### config.mk
export PLATFORM = sky130hd
export DESIGN_NAME = thermal_alert_ctrl
export DESIGN_NICKNAME = d
export VERILOG_FILES = /design/src/rtl/tac_pkg.sv /design/src/rtl/tac_sensor_ctl.sv /design/src/rtl/tac_alert_chan.sv /design/src/rtl/thermal_alert_ctrl.sv
export SDC_FILE = /design/constraint.sdc
export NUM_CORES = 1
export LEC_CHECK = 0
export ABC_CLOCK_PERIOD_IN_PS = 1600
export BUFFER_PORTS_ARGS = -buffer_cell sky130_fd_sc_hd__buf_2
export CORE_UTILIZATION = 45
export DETAILED_ROUTE_END_ITERATION = 10
export GPL_TIMING_DRIVEN = 1
export PLACE_DENSITY = 0.7
export SYNTH_ARGS = -nofsm -noshare
export SYNTH_HDL_FRONTEND = slang
export SYNTH_SLANG_ARGS = --single-unit
### constraint.sdc
create_clock -name clk -period 1.6 [get_ports clk]
set_clock_uncertainty 0.15 [all_clocks]
set_input_delay 0.24 -clock clk [delete_from_list [all_inputs] [get_ports clk]]
set_output_delay 0.24 -clock clk [all_outputs]
set_load 0.05 [all_outputs]
### src/rtl/tac_pkg.sv
package tac_pkg;
  localparam int unsigned TAC_DW        = 32;
  localparam int unsigned OFS_RUN       = 'h00;
  localparam int unsigned OFS_MODE      = 'h04;
  localparam int unsigned OFS_RPT       = 'h08;
  localparam int unsigned OFS_TEMP      = 'h0C;
  localparam int unsigned OFS_LIM_BASE  = 'h10;
  localparam int unsigned OFS_LIM_STEP  = 4;
  localparam int unsigned OFS_IRQCTL    = 'h20;
  localparam int unsigned IRQ_STRIDE    = 4;
  localparam int unsigned LIM_LSB       = 16;
  localparam int unsigned RPT_END_BIT   = 24;
  localparam logic [3:0]  MODE_MONITOR  = 4'h5;
endpackage

### src/rtl/tac_sensor_ctl.sv
module tac_sensor_ctl
  import tac_pkg::*;
#(
  parameter int unsigned TEMP_W = 9,
  parameter int unsigned MODE_W = 4,
  parameter int unsigned PER_W  = 4
) (
  input  logic              clk,
  input  logic              rst_n,
  input  logic              wr_run,
  input  logic              wr_mode,
  input  logic              wr_rpt,
  input  logic              run_wdata,
  input  logic [MODE_W-1:0] mode_wdata,
  input  logic              endless_wdata,
  input  logic [PER_W-1:0]  per_wdata,
  input  logic              sample_valid,
  input  logic [TEMP_W-1:0] sample_data,
  output logic              run_q,
  output logic [MODE_W-1:0] mode_q,
  output logic              endless_q,
  output logic [PER_W-1:0]  per_q,
  output logic [TEMP_W-1:0] temp_q,
  output logic              active,
  output logic              capture
);
  logic              run_d, endless_d;
  logic [MODE_W-1:0] mode_d;
  logic [PER_W-1:0]  per_d;
  logic [TEMP_W-1:0] temp_d;

  assign active  = run_q && (mode_q == MODE_W'(MODE_MONITOR));
  assign capture = active && sample_valid;

  always_comb begin
    run_d     = wr_run  ? run_wdata     : run_q;
    mode_d    = wr_mode ? mode_wdata    : mode_q;
    endless_d = wr_rpt  ? endless_wdata : endless_q;
    per_d     = wr_rpt  ? per_wdata     : per_q;
    temp_d    = capture ? sample_data   : temp_q;
  end

  always_ff @(posedge clk or negedge rst_n) begin
    if (!rst_n) begin
      run_q     <= 1'b0;
      mode_q    <= '0;
      endless_q <= 1'b0;
      per_q     <= '0;
      temp_q    <= '0;
    end else begin
      run_q     <= run_d;
      mode_q    <= mode_d;
      endless_q <= endless_d;
      per_q     <= per_d;
      temp_q    <= temp_d;
    end
  end
endmodule

### src/rtl/tac_alert_chan.sv
module tac_alert_chan #(
  parameter int unsigned TEMP_W = 9,
  parameter int unsigned LIM_W  = 8
) (
  input  logic              clk,
  input  logic              rst_n,
  input  logic              wr_lim,
  input  logic              wr_ctl,
  input  logic [LIM_W-1:0]  lim_wdata,
  input  logic              arm_wdata,
  input  logic              ie_wdata,
  input  logic              clr_wdata,
  input  logic              capture,
  input  logic [TEMP_W-1:0] sample_data,
  output logic [LIM_W-1:0]  lim_q,
  output logic              arm_q,
  output logic              ie_q,
  output logic              status_q
);
  localparam int unsigned EXT_W = TEMP_W - LIM_W;

  logic [LIM_W-1:0]  lim_d;
  logic              arm_d, ie_d, status_d, trigger;
  logic [TEMP_W-1:0] lim_ext;

  assign lim_ext = {{EXT_W{lim_q[LIM_W-1]}}, lim_q};
  assign trigger = capture && arm_q && ($signed(sample_data) > $signed(lim_ext));

  always_comb begin
    lim_d = wr_lim ? lim_wdata : lim_q;
    arm_d = wr_lim ? arm_wdata : arm_q;
    ie_d  = wr_ctl ? ie_wdata  : ie_q;
    if (trigger)
      status_d = 1'b1;
    else if (wr_ctl && clr_wdata)
      status_d = 1'b0;
    else
      status_d = status_q;
  end

  always_ff @(posedge clk or negedge rst_n) begin
    if (!rst_n) begin
      lim_q    <= '0;
      arm_q    <= 1'b0;
      ie_q     <= 1'b0;
      status_q <= 1'b0;
    end else begin
      lim_q    <= lim_d;
      arm_q    <= arm_d;
      ie_q     <= ie_d;
      status_q <= status_d;
    end
  end
endmodule

### src/rtl/thermal_alert_ctrl.sv
module thermal_alert_ctrl
  import tac_pkg::*;
#(
  parameter int unsigned N_CH   = 3,
  parameter int unsigned TEMP_W = 9,
  parameter int unsigned LIM_W  = 8,
  parameter int unsigned ADDR_W = 8
) (
  input  logic              clk,
  input  logic              rst_n,
  input  logic              bus_wr,
  input  logic [ADDR_W-1:0] bus_addr,
  input  logic [31:0]       bus_wdata,
  output logic [31:0]       bus_rdata,
  input  logic              sample_valid,
  input  logic [TEMP_W-1:0] sample_data,
  output logic              irq
);
  localparam int unsigned MODE_W = 4;
  localparam int unsigned PER_W  = 4;

  logic              run_q, endless_q, active, capture;
  logic [MODE_W-1:0] mode_q;
  logic [PER_W-1:0]  per_q;
  logic [TEMP_W-1:0] temp_q;
  logic              wr_irqctl;
  logic [N_CH-1:0]   arm_vec, ie_vec, status_vec;
  logic [N_CH-1:0][LIM_W-1:0] lim_vec;
  logic              irq_d, irq_q;
  logic              unused_wbits;

  assign unused_wbits = ^bus_wdata;
  assign wr_irqctl    = bus_wr && (bus_addr == ADDR_W'(OFS_IRQCTL));

  tac_sensor_ctl #(.TEMP_W(TEMP_W), .MODE_W(MODE_W), .PER_W(PER_W)) u_sensor (
    .clk           (clk),
    .rst_n         (rst_n),
    .wr_run        (bus_wr && (bus_addr == ADDR_W'(OFS_RUN))),
    .wr_mode       (bus_wr && (bus_addr == ADDR_W'(OFS_MODE))),
    .wr_rpt        (bus_wr && (bus_addr == ADDR_W'(OFS_RPT))),
    .run_wdata     (bus_wdata[0]),
    .mode_wdata    (bus_wdata[MODE_W-1:0]),
    .endless_wdata (bus_wdata[RPT_END_BIT]),
    .per_wdata     (bus_wdata[PER_W-1:0]),
    .sample_valid  (sample_valid),
    .sample_data   (sample_data),
    .run_q         (run_q),
    .mode_q        (mode_q),
    .endless_q     (endless_q),
    .per_q         (per_q),
    .temp_q        (temp_q),
    .active        (active),
    .capture       (capture)
  );

  for (genvar c = 0; c < N_CH; c++) begin : g_ch
    tac_alert_chan #(.TEMP_W(TEMP_W), .LIM_W(LIM_W)) u_chan (
      .clk         (clk),
      .rst_n       (rst_n),
      .wr_lim      (bus_wr && (bus_addr == ADDR_W'(OFS_LIM_BASE + OFS_LIM_STEP*c))),
      .wr_ctl      (wr_irqctl),
      .lim_wdata   (bus_wdata[LIM_LSB +: LIM_W]),
      .arm_wdata   (bus_wdata[0]),
      .ie_wdata    (bus_wdata[IRQ_STRIDE*c]),
      .clr_wdata   (bus_wdata[IRQ_STRIDE*c+2]),
      .capture     (capture),
      .sample_data (sample_data),
      .lim_q       (lim_vec[c]),
      .arm_q       (arm_vec[c]),
      .ie_q        (ie_vec[c]),
      .status_q    (status_vec[c])
    );
  end

  always_comb begin
    bus_rdata = '0;
    if (bus_addr == ADDR_W'(OFS_RUN))  bus_rdata[0] = run_q;
    if (bus_addr == ADDR_W'(OFS_MODE)) bus_rdata[MODE_W-1:0] = mode_q;
    if (bus_addr == ADDR_W'(OFS_RPT)) begin
      bus_rdata[RPT_END_BIT] = endless_q;
      bus_rdata[PER_W-1:0]   = per_q;
    end
    if (bus_addr == ADDR_W'(OFS_TEMP)) bus_rdata[TEMP_W-1:0] = temp_q;
    for (int c = 0; c < N_CH; c++) begin
      if (bus_addr == ADDR_W'(OFS_LIM_BASE + OFS_LIM_STEP*c)) begin
        bus_rdata[LIM_LSB +: LIM_W] = lim_vec[c];
        bus_rdata[0]                = arm_vec[c];
      end
      if (bus_addr == ADDR_W'(OFS_IRQCTL)) begin
        bus_rdata[IRQ_STRIDE*c]   = ie_vec[c];
        bus_rdata[IRQ_STRIDE*c+1] = status_vec[c];
      end
    end
  end

  assign irq_d = |(status_vec & ie_vec);

  always_ff @(posedge clk or negedge rst_n) begin
    if (!rst_n) irq_q <= 1'b0;
    else        irq_q <= irq_d;
  end

  assign irq = irq_q;
endmodule

[After elaboration in Yosys (flattened, before gate mapping)]
Index checks and enable logic that the tools add are counted.
Cells by class
  magnitude comparators: 3
  eq/ne operators: 8
  mux-type cells: 20
  bitwise logic cells: 1
  reduce and logical (&&, ||, !) cells: 23
Operator list (number)
  greater-than comparator 9 x 8 -> 1 bit: 3
  == test 8 x 5 -> 1 bit (second input constant): 3
  two-way mux 8 bit: 3
  logical AND 1 bit: 18
  == test 8 x 4 -> 1 bit (second input constant): 2
  two-way mux 1 bit: 11
  two-way mux 9 bit: 1
  == test 8 x 3 -> 1 bit (second input constant): 1
  == test 8 x 6 -> 1 bit (second input constant): 1
  logical NOT 8 bit: 1
  two-way mux 4 bit: 2
  two-way mux 2 bit: 3
  nonzero test 2 bit: 3
  == test 4 x 3 -> 1 bit (second input constant): 1
  bitwise AND 3 bit: 1
  OR reduction 3 bit: 1
Word-level totals
  bits in registers: 53
  input bits: 53
  output and inout bits: 33
  word-level logic and storage cells: 73

[Logic depth before layout (Yosys ltp)]
Gate-level depths: netlist (run 1).
  word-level depth: 9
  mapped depth: 7

[Cells and area by module]
Synthesis (run 1) repeated with hierarchy kept, for this count alone.
Second synthesis, totals
  cell total of the unflattened synthesis: 343
  area total of the unflattened synthesis: 3367.0 um^2
Modules (own cells, without submodules)
  tac_alert_chan: times used 3, cells an instance 66, area each 634.4 um^2, seq. area each 275.3 um^2
  tac_sensor_ctl: times used 1, cells an instance 43, area each 737.0 um^2, seq. area each 475.5 um^2
  thermal_alert_ctrl: times used 1, cells an instance 102, area each 726.9 um^2, seq. area each 25.0 um^2

[Worst setup path before layout (run 1)]
Ideal clock, no wire load.
  path kind: in2out
  start: in bus_addr[1]
  end: out bus_rdata[1]
  arrival time: 1.846 ns
  data required time: 1.210 ns
  path slack: -0.636 ns
  stages on the path: 4
  buffers on the path: 0
  path through: nor3_1 -> and2_1 -> a22oi_1 -> o21ai_0
On the way
  cells in the longest elaborated chain, start to end: 5
RTL lines
  start, declared: line thermal_alert_ctrl.sv:12  | input logic [ADDR_W-1:0] bus_addr,
  == test 8 x 3 -> 1 bit: line thermal_alert_ctrl.sv:78  | if (bus_addr == ADDR_W'(OFS_MODE)) bus_rdata[MODE_W-1:0] = mode_q;
  two-way mux 4 bit: line thermal_alert_ctrl.sv:78
  two-way mux 4 bit: line thermal_alert_ctrl.sv:79  | if (bus_addr == ADDR_W'(OFS_RPT)) begin
  two-way mux 9 bit: line thermal_alert_ctrl.sv:83  | if (bus_addr == ADDR_W'(OFS_TEMP)) bus_rdata[TEMP_W-1:0] = temp_q;
  two-way mux 2 bit *: line thermal_alert_ctrl.sv:89  | if (bus_addr == ADDR_W'(OFS_IRQCTL)) begin
  end, declared: line thermal_alert_ctrl.sv:14  | output logic [31:0] bus_rdata,
Every way passes the cells marked *; elsewhere a longest branch is shown, timed or not.

[Worst setup path after layout (run 1)]
  start: reg u_sensor.temp_q[0]
  end: out bus_rdata[0]
On the way
  cells in the longest elaborated chain, start to end: 5
RTL lines
  start, declared: line tac_sensor_ctl.sv:23  | output logic [TEMP_W-1:0] temp_q,
  start signal, assigned: line tac_sensor_ctl.sv:55  | temp_q <= temp_d;
  two-way mux 9 bit: line thermal_alert_ctrl.sv:83
  two-way mux 1 bit: line thermal_alert_ctrl.sv:85  | if (bus_addr == ADDR_W'(OFS_LIM_BASE + OFS_LIM_STEP*c)) begin
  two-way mux 2 bit: line thermal_alert_ctrl.sv:89
  two-way mux 1 bit (2 in a row): line thermal_alert_ctrl.sv:85
No other way between the ends.

==> results of run 1 <==
-- through the flow --
step | total power, mW | area, µm²
floorplan | 1.73 | 3450
global placement | 1.94 | 4180
detailed placement | 1.95 | 4180
CTS | 2.98 | 4760
global route | 3.11 | 4870
finish | 2.99 | 4870
-- state kept, by name, indices dropped and copies added (netlist names) --
| register | count |
|---|---|
| g_ch.u_chan.lim_q | 24 |
| u_sensor.temp_q | 9 |
| u_sensor.mode_q | 4 |
| u_sensor.per_q | 4 |
| g_ch.u_chan.arm_q | 3 |
| g_ch.u_chan.ie_q | 3 |
| g_ch.u_chan.status_q | 3 |
| irq | 1 |
| u_sensor.endless_q | 1 |
| u_sensor.run_q | 1 |
-- critical path: cells and delay by family, from the launching register on --
kind / cells / cell delay, ns
AND/OR/NAND/NOR: 1 / 0.10
AO/OA/AOI/OAI: 1 / 0.10
flip-flops: 1 / 0.41
multiplexers: 1 / 0.50
buffers and inverters: 1 / 0.17
-- cells in the mapped netlist, types with 2 or more instances --
cell type  number
nand2_1        13
nand2b_1        2
a21oi_1         4
ha_1           27
a22oi_1         4
inv_1          39
nand4_1         6
dfrtp_1        53
o211ai_1        2
and3_1          3
nor4_4          2
o32a_1          2
o21ai_0        12
a222oi_1       11
nor2_1          9
and2_1          4
a2111oi_0       2
buf_4          13
nand3_2         3
buf_2           2
nand3b_1        2
mux2_4          3
nand3_1         7
nor2b_1         2
mux2_2         44
a22o_2          3
-- cell families (layout without fill, tap and decap cells) --
logic type | count (synthesis) | after routing | share of synthesized area
compound gates | 47 | 47 | 0.108
mux | 48 | 48 | 0.171
flops | 53 | 53 | 0.402
simple gates | 64 | 64 | 0.128
buf+inv | 58 | 167 | 0.0873
fa+ha+maj | 27 | 27 | 0.103
other cells | 1 | 13 | 0.00114
-- repair_timing --
| action | CTS | global route |
|---|---|---|
| setup buffers | 6 | 4 |
| pin swaps | 25 | 24 |
| setup endpoints to repair | 31 | 38 |
| hold buffers | 1 | 0 |
| cloned | 1 | 0 |
| resized for setup | 114 | 22 |
| endpoints found under the hold margin | 53 | 0 |
-- final cells by class --
class	instances	area, µm²
Clock buffer	7	86.3
Multi-Input combinational cell	199	2040
Sequential cell	53	1330
Timing Repair Buffer	120	1120
Fill cell	493	2080
Clock inverter	1	30.0
Tap cell	96	120
Inverter	39	149
-- worst max-delay path by stage --
stage	start	to	slack, ns	cells after the start
2_1_floorplan	bus_addr[6]	bus_rdata[1]	-0.03	5
3_3_place_gp	bus_addr[6]	bus_rdata[5]	-0.33	6
3_5_place_dp	bus_addr[6]	bus_rdata[0]	-0.35	6
4_1_cts	u_sensor.temp_q[0]	bus_rdata[0]	-0.35	4
5_1_grt	u_sensor.temp_q[0]	bus_rdata[0]	-0.41	4
6_report	u_sensor.temp_q[0]	bus_rdata[0]	-0.37	4
-- power breakdown --
part	switching [mW]	leakage, nW	internal [mW]	total [mW]
sequential	0.0341	0.733	1.39	1.42
combinational	0.336	1.55	0.284	0.621
clock	0.438	0.0585	0.511	0.949
-- layer usage --
| layer | up-vias | global-route usage | share of wire |
|---|---|---|---|
| met5 | - | 0 | 0 |
| met4 | 0 | 0.0596 | 0.016 |
| met3 | 13 | 0.0358 | 0.041 |
| met2 | 87 | 0.402 | 0.49 |
| met1 | 1374 | 0.312 | 0.45 |
| li1 | 1303 | - | - |
==> flow_metrics.py, run 1 <==
metrics = {
    "worst_setup_path": {
        "criticalPathCategory": "flop to primary output",
        "worstSetupStartpointType": "flop",
        "rr_worst_depth": 7,
        "slowest_stage": "mux4_2",
        "r2r_setup_slack_ns": -0.11,
        "crit_path_max_fanout": 2,
        "cp_cell_sequence": "mux4_2, nand3_2, a32oi_4, buf_6",
        "cpPeakStageDelay_ns": 0.50,
        "worstPathArrival_ns": 1.58,
        "timing.rr.end": "g_ch[0].u_chan.status_q",
        "rr_startpoint": "g_ch[0].u_chan.lim_q[4]",
        "endpoint_kind": "primary output",
        "required_ns": 1.21,
    },
    "run_status": {
        "violations": "negative setup slack",
        "outcome": "finished with violations",
    },
    "floorplanning": {
        "core-area_um2": 6940,
        "dieArea_um2": 7670,
        "pin_count": 86,
        "fp.dieW_um": 87.6,
        "num_rows": 30,
        "initial_core_util": 0.475,
        "die_h_um": 87.6,
    },
    "clock_network": {
        "clk_pin_slew_ns": 0.09,
        "h-tree-depth": 2,
        "cts_tree": "built",
        "cts_made_buffers": 5,
        "clock-sinks": 53,
        "cts-root-buf": "clkbuf_8",
        "worstSkewPairLatency_ns": 0.31,
        "clock_path_buffers": 2,
    },
    "yosys": {
        "ys_seq_area_frac": 0.402,
        "synth.cell_area_um2": 3300,
        "synthArstFlopShare": 1.00,
        "postSynthAreaPerCell_um2": 11.1,
        "synthTopCellsByArea": "dfrtp_1, mux2_2, ha_1",
        "yosys.cell_types.count": 50,
        "yosysWarnings": 0,
        "synth_top_cell_area_share": 0.402,
        "synth_flop_cell": "dfrtp_1",
        "synth_top_area_cell": "dfrtp_1",
        "netlist_instances": 298,
        "synth-seq-cells": 53,
        "synth_edf_count": 0,
    },
    "sta": {
        "fin_crit_ns": 1.97,
        "slew_viol_final": 0,
        "grt_setup_unrepaired": "true",
        "fin_hold_ws_ns": 0.0106,
        "final_hold_viol_count": 0,
        "fin_crit_sh": 1.23,
        "setup_ws_ns": -0.372,
        "max_freq_mhz": 507,
        "setup_tns_ns": -4.65,
        "final-setup-viol-count": 31,
    },
    "cells_and_area": {
        "syn2layout_area_growth_pct": 47.6,
        "final_cell_mix": "dfrtp_1, buf_4, mux2_2",
        "nets": 498,
        "finalNonFillerCells": 515,
        "layout-drive-gt1-share": 0.556,
        "layout_commonest_cell": "dfrtp_1",
        "antenna_cells_inserted": 0,
        "fin_util": 0.701,
    },
    "place": {
        "dpl.hpwl_mm": 6.11,
        "io_buffer_count": 57,
        "dpl.cell_count": 498,
        "dp_slack_ns": -0.347,
        "gp_congestion": 0.845,
    },
    "detailed_routing": {
        "via_per_inst": 5.39,
        "drt-total-wl_mm": 8.81,
        "wire_per_inst_um": 17.1,
        "dr.first_iter.drc_count": 175,
        "drc": 0,
        "vias": 2777,
        "antenna_left": 0,
        "drt-pass1-iter-count": 5,
    },
    "grt": {
        "grt_remaining_overflow": 0,
        "grt_pass1_vias": 2815,
        "track_usage": 0.235,
        "grt_max_degree": 54,
        "antenna_found_initial": 0,
        "grt_pass1_wl_mm": 13.6,
    },
    "hold_path": {
        "hold_start": "bus_wdata[4]",
        "holdCritPathClass": "primary input to flop",
        "hold_end": "g_ch[1].u_chan.ie_q",
        "min_path_cells": 2,
    },
    "power": {
        "power_density_nw_per_um2": 615,
        "leakage_nw": 2.34,
        "peakVddDrop_mv": 0.553,
    },
    "flow_run": {
        "cap_violations": 0,
    },
}
No activity file was read; power rests on OpenSTA's default activity.
==> run 2: changes to the inputs <==
--- a/constraint.sdc
+++ b/constraint.sdc
@@ -3,3 +3,3 @@
 set_input_delay 0.24 -clock clk [delete_from_list [all_inputs] [get_ports clk]]
 set_output_delay 0.24 -clock clk [all_outputs]
-set_load 0.05 [all_outputs]
+set_load 0.01 [all_outputs]
==> run 2 against run 1 <==
Net effect: the run still ends with negative setup slack left; via count increased by 1.8%; sequential share of layout area increased by 1.9 points; clock power decreased by 23%; critical path depth unchanged; largest power group unchanged; count of clock-buffer cells in the layout decreased by 2; highest routed layer unchanged; critical endpoint unchanged; largest cell class unchanged.
==> flow_metrics.py, run 2 (synthesis results as in run 1) <==
metrics = {
    "detailed_routing": {
        "antenna_left": 0,
        "drc": 0,
        "via_per_inst": 5.61,
        "dr.first_iter.drc_count": 223,
        "wire_per_inst_um": 18.1,
        "drt-total-wl_mm": 9.14,
        "drt-pass1-iter-count": 5,
        "vias": 2826,
    },
    "floorplanning": {
        "initial_core_util": 0.475,
        "fp.dieW_um": 87.6,
        "die_h_um": 87.6,
        "num_rows": 30,
        "dieArea_um2": 7670,
        "core-area_um2": 6940,
        "pin_count": 86,
    },
    "cells_and_area": {
        "antenna_cells_inserted": 0,
        "final_cell_mix": "dfrtp_1, buf_2, buf_4",
        "layout-drive-gt1-share": 0.522,
        "seq_area_um2": 1330,
        "top_regs": "g_ch.u_chan.lim_q: 24 flops, u_sensor.temp_q: 9 flops",
        "regMostFlops": "g_ch.u_chan.lim_q",
        "syn2layout_area_growth_pct": 38.2,
        "largest_register_ffs": 24,
        "multi_input_area_um2": 2020,
        "nets": 489,
        "final.fill_count": 538,
        "finalNonFillerCells": 504,
        "fin_area_um2": 4550,
        "layout_commonest_cell": "dfrtp_1",
    },
    "clock_network": {
        "h-tree-depth": 2,
        "worstSkewPairLatency_ns": 0.31,
        "cts_made_buffers": 5,
        "clock-sinks": 53,
        "clk_pin_slew_ns": 0.09,
        "clock_path_buffers": 2,
        "cts_tree": "built",
        "cts-root-buf": "clkbuf_8",
    },
    "flow_run": {
        "cap_violations": 0,
    },
    "power": {
        "power.switching_mw": 0.759,
        "comb_power_share": 0.207,
        "peakVddDrop_mv": 0.359,
        "pwr-share-seq": 0.526,
        "p_sw_frac": 0.279,
        "clock_power_share": 0.267,
        "leakage_nw": 2.26,
        "internal_power_mw": 1.96,
        "power_density_nw_per_um2": 596,
    },
    "hold_path": {
        "holdCritPathClass": "primary input to flop",
    },
    "sta": {
        "final-setup-viol-count": 30,
        "grt_setup_unrepaired": "true",
        "max_freq_mhz": 520,
        "slew_viol_final": 0,
        "setup_ws_ns": -0.323,
        "fin_crit_ns": 1.92,
        "final_hold_viol_count": 0,
        "fin_crit_sh": 1.20,
        "fin_hold_ws_ns": 0.00714,
    },
    "worst_setup_path": {
        "endpoint_kind": "primary output",
        "crit_path_max_fanout": 2,
        "required_ns": 1.21,
        "worstSetupStartpointType": "flop",
        "worstPathArrival_ns": 1.53,
        "criticalPathCategory": "flop to primary output",
    },
    "grt": {
        "grt_remaining_overflow": 0,
        "antenna_found_initial": 0,
        "grt_pass1_vias": 2878,
        "grt_max_degree": 54,
        "grt_pass1_wl_mm": 14.7,
        "track_usage": 0.258,
    },
    "run_status": {
        "outcome": "finished with violations",
        "violations": "negative setup slack",
    },
    "place": {
        "gp_congestion": 0.836,
        "dpl.hpwl_mm": 6.27,
        "placed_cell_area_um2": 4000,
        "io_buffer_count": 57,
        "dpl.cell_count": 491,
    },
}
run 2: stage by stage:
stage	setup TNS [ns]	util	setup WS [ns]	total power, mW
detailed placement	-13.26	0.575	-0.489	1.89
global route	-5.56	0.656	-0.371	2.84
floorplan	0	-	0.0173	1.66
finish	-3.57	0.656	-0.323	2.71
global placement	-12.68	0.575	-0.507	1.87
CTS	-3.35	0.642	-0.327	2.69
run 2: per-layer routing:
layer  track usage  vias to the layer above  share of wire  routed length, µm
met5             0                        -              0                  0
met1         0.328                     1420           0.42               3880
met3        0.0434                       20          0.043                397
met2         0.435                       99           0.50               4590
li1              -                     1287              -                  -
met4         0.110                        0          0.029                267
run 2: final cells by class:
cell class,count,share of cell area
Multi-Input combinational cell,199,0.444
Sequential cell,53,0.291
Timing Repair Buffer,111,0.190
Inverter,39,0.0321
Tap cell,96,0.0264
Clock buffer,5,0.0151
Clock inverter,1,0.00110
run 2: path summary, 6_finish.rpt:
check	start	to	slack (ns)	depth (start not counted)
max in group asynchronous	rst_n	u_sensor.temp_q[2]	0.72	3
setup reg to reg	g_ch[0].u_chan.lim_q[1]	g_ch[0].u_chan.status_q	-0.12	7
min in group asynchronous	rst_n	g_ch[1].u_chan.lim_q[1]	0.31	3
hold reg to reg	u_sensor.per_q[0]	u_sensor.per_q[0]	0.37	1
hold / removal	bus_wdata[24]	u_sensor.endless_q	0.007	2
setup / recovery	u_sensor.temp_q[0]	bus_rdata[0]	-0.32	4
run 2: what timing repair did:
| item | CTS | global route |
|---|---|---|
| endpoints found under the setup margin | 31 | 34 |
| setup buffers | 3 | 3 |
| resized for setup | 80 | 19 |
| pin swaps | 21 | 22 |
| hold buffers | 1 | 0 |
| cloned | 1 | 0 |
| endpoints found under the hold margin | 53 | 0 |
run 2: power by group through the flow:
stage | combinational [mW] | clock, mW | sequential [mW]
3_5_place_dp | 0.437 | 0 | 1.45
5_1_grt | 0.614 | 0.795 | 1.43
3_3_place_gp | 0.420 | 0 | 1.45
4_1_cts | 0.512 | 0.751 | 1.42
6_report | 0.562 | 0.726 | 1.43
2_1_floorplan | 0.227 | 0 | 1.44
run 2: worst max-delay path, stage by stage (launching register included):
cell     delay [ns]
dfrtp_1        0.41
mux4_2         0.50
nand3_2        0.07
a32oi_1        0.10
buf_2          0.15
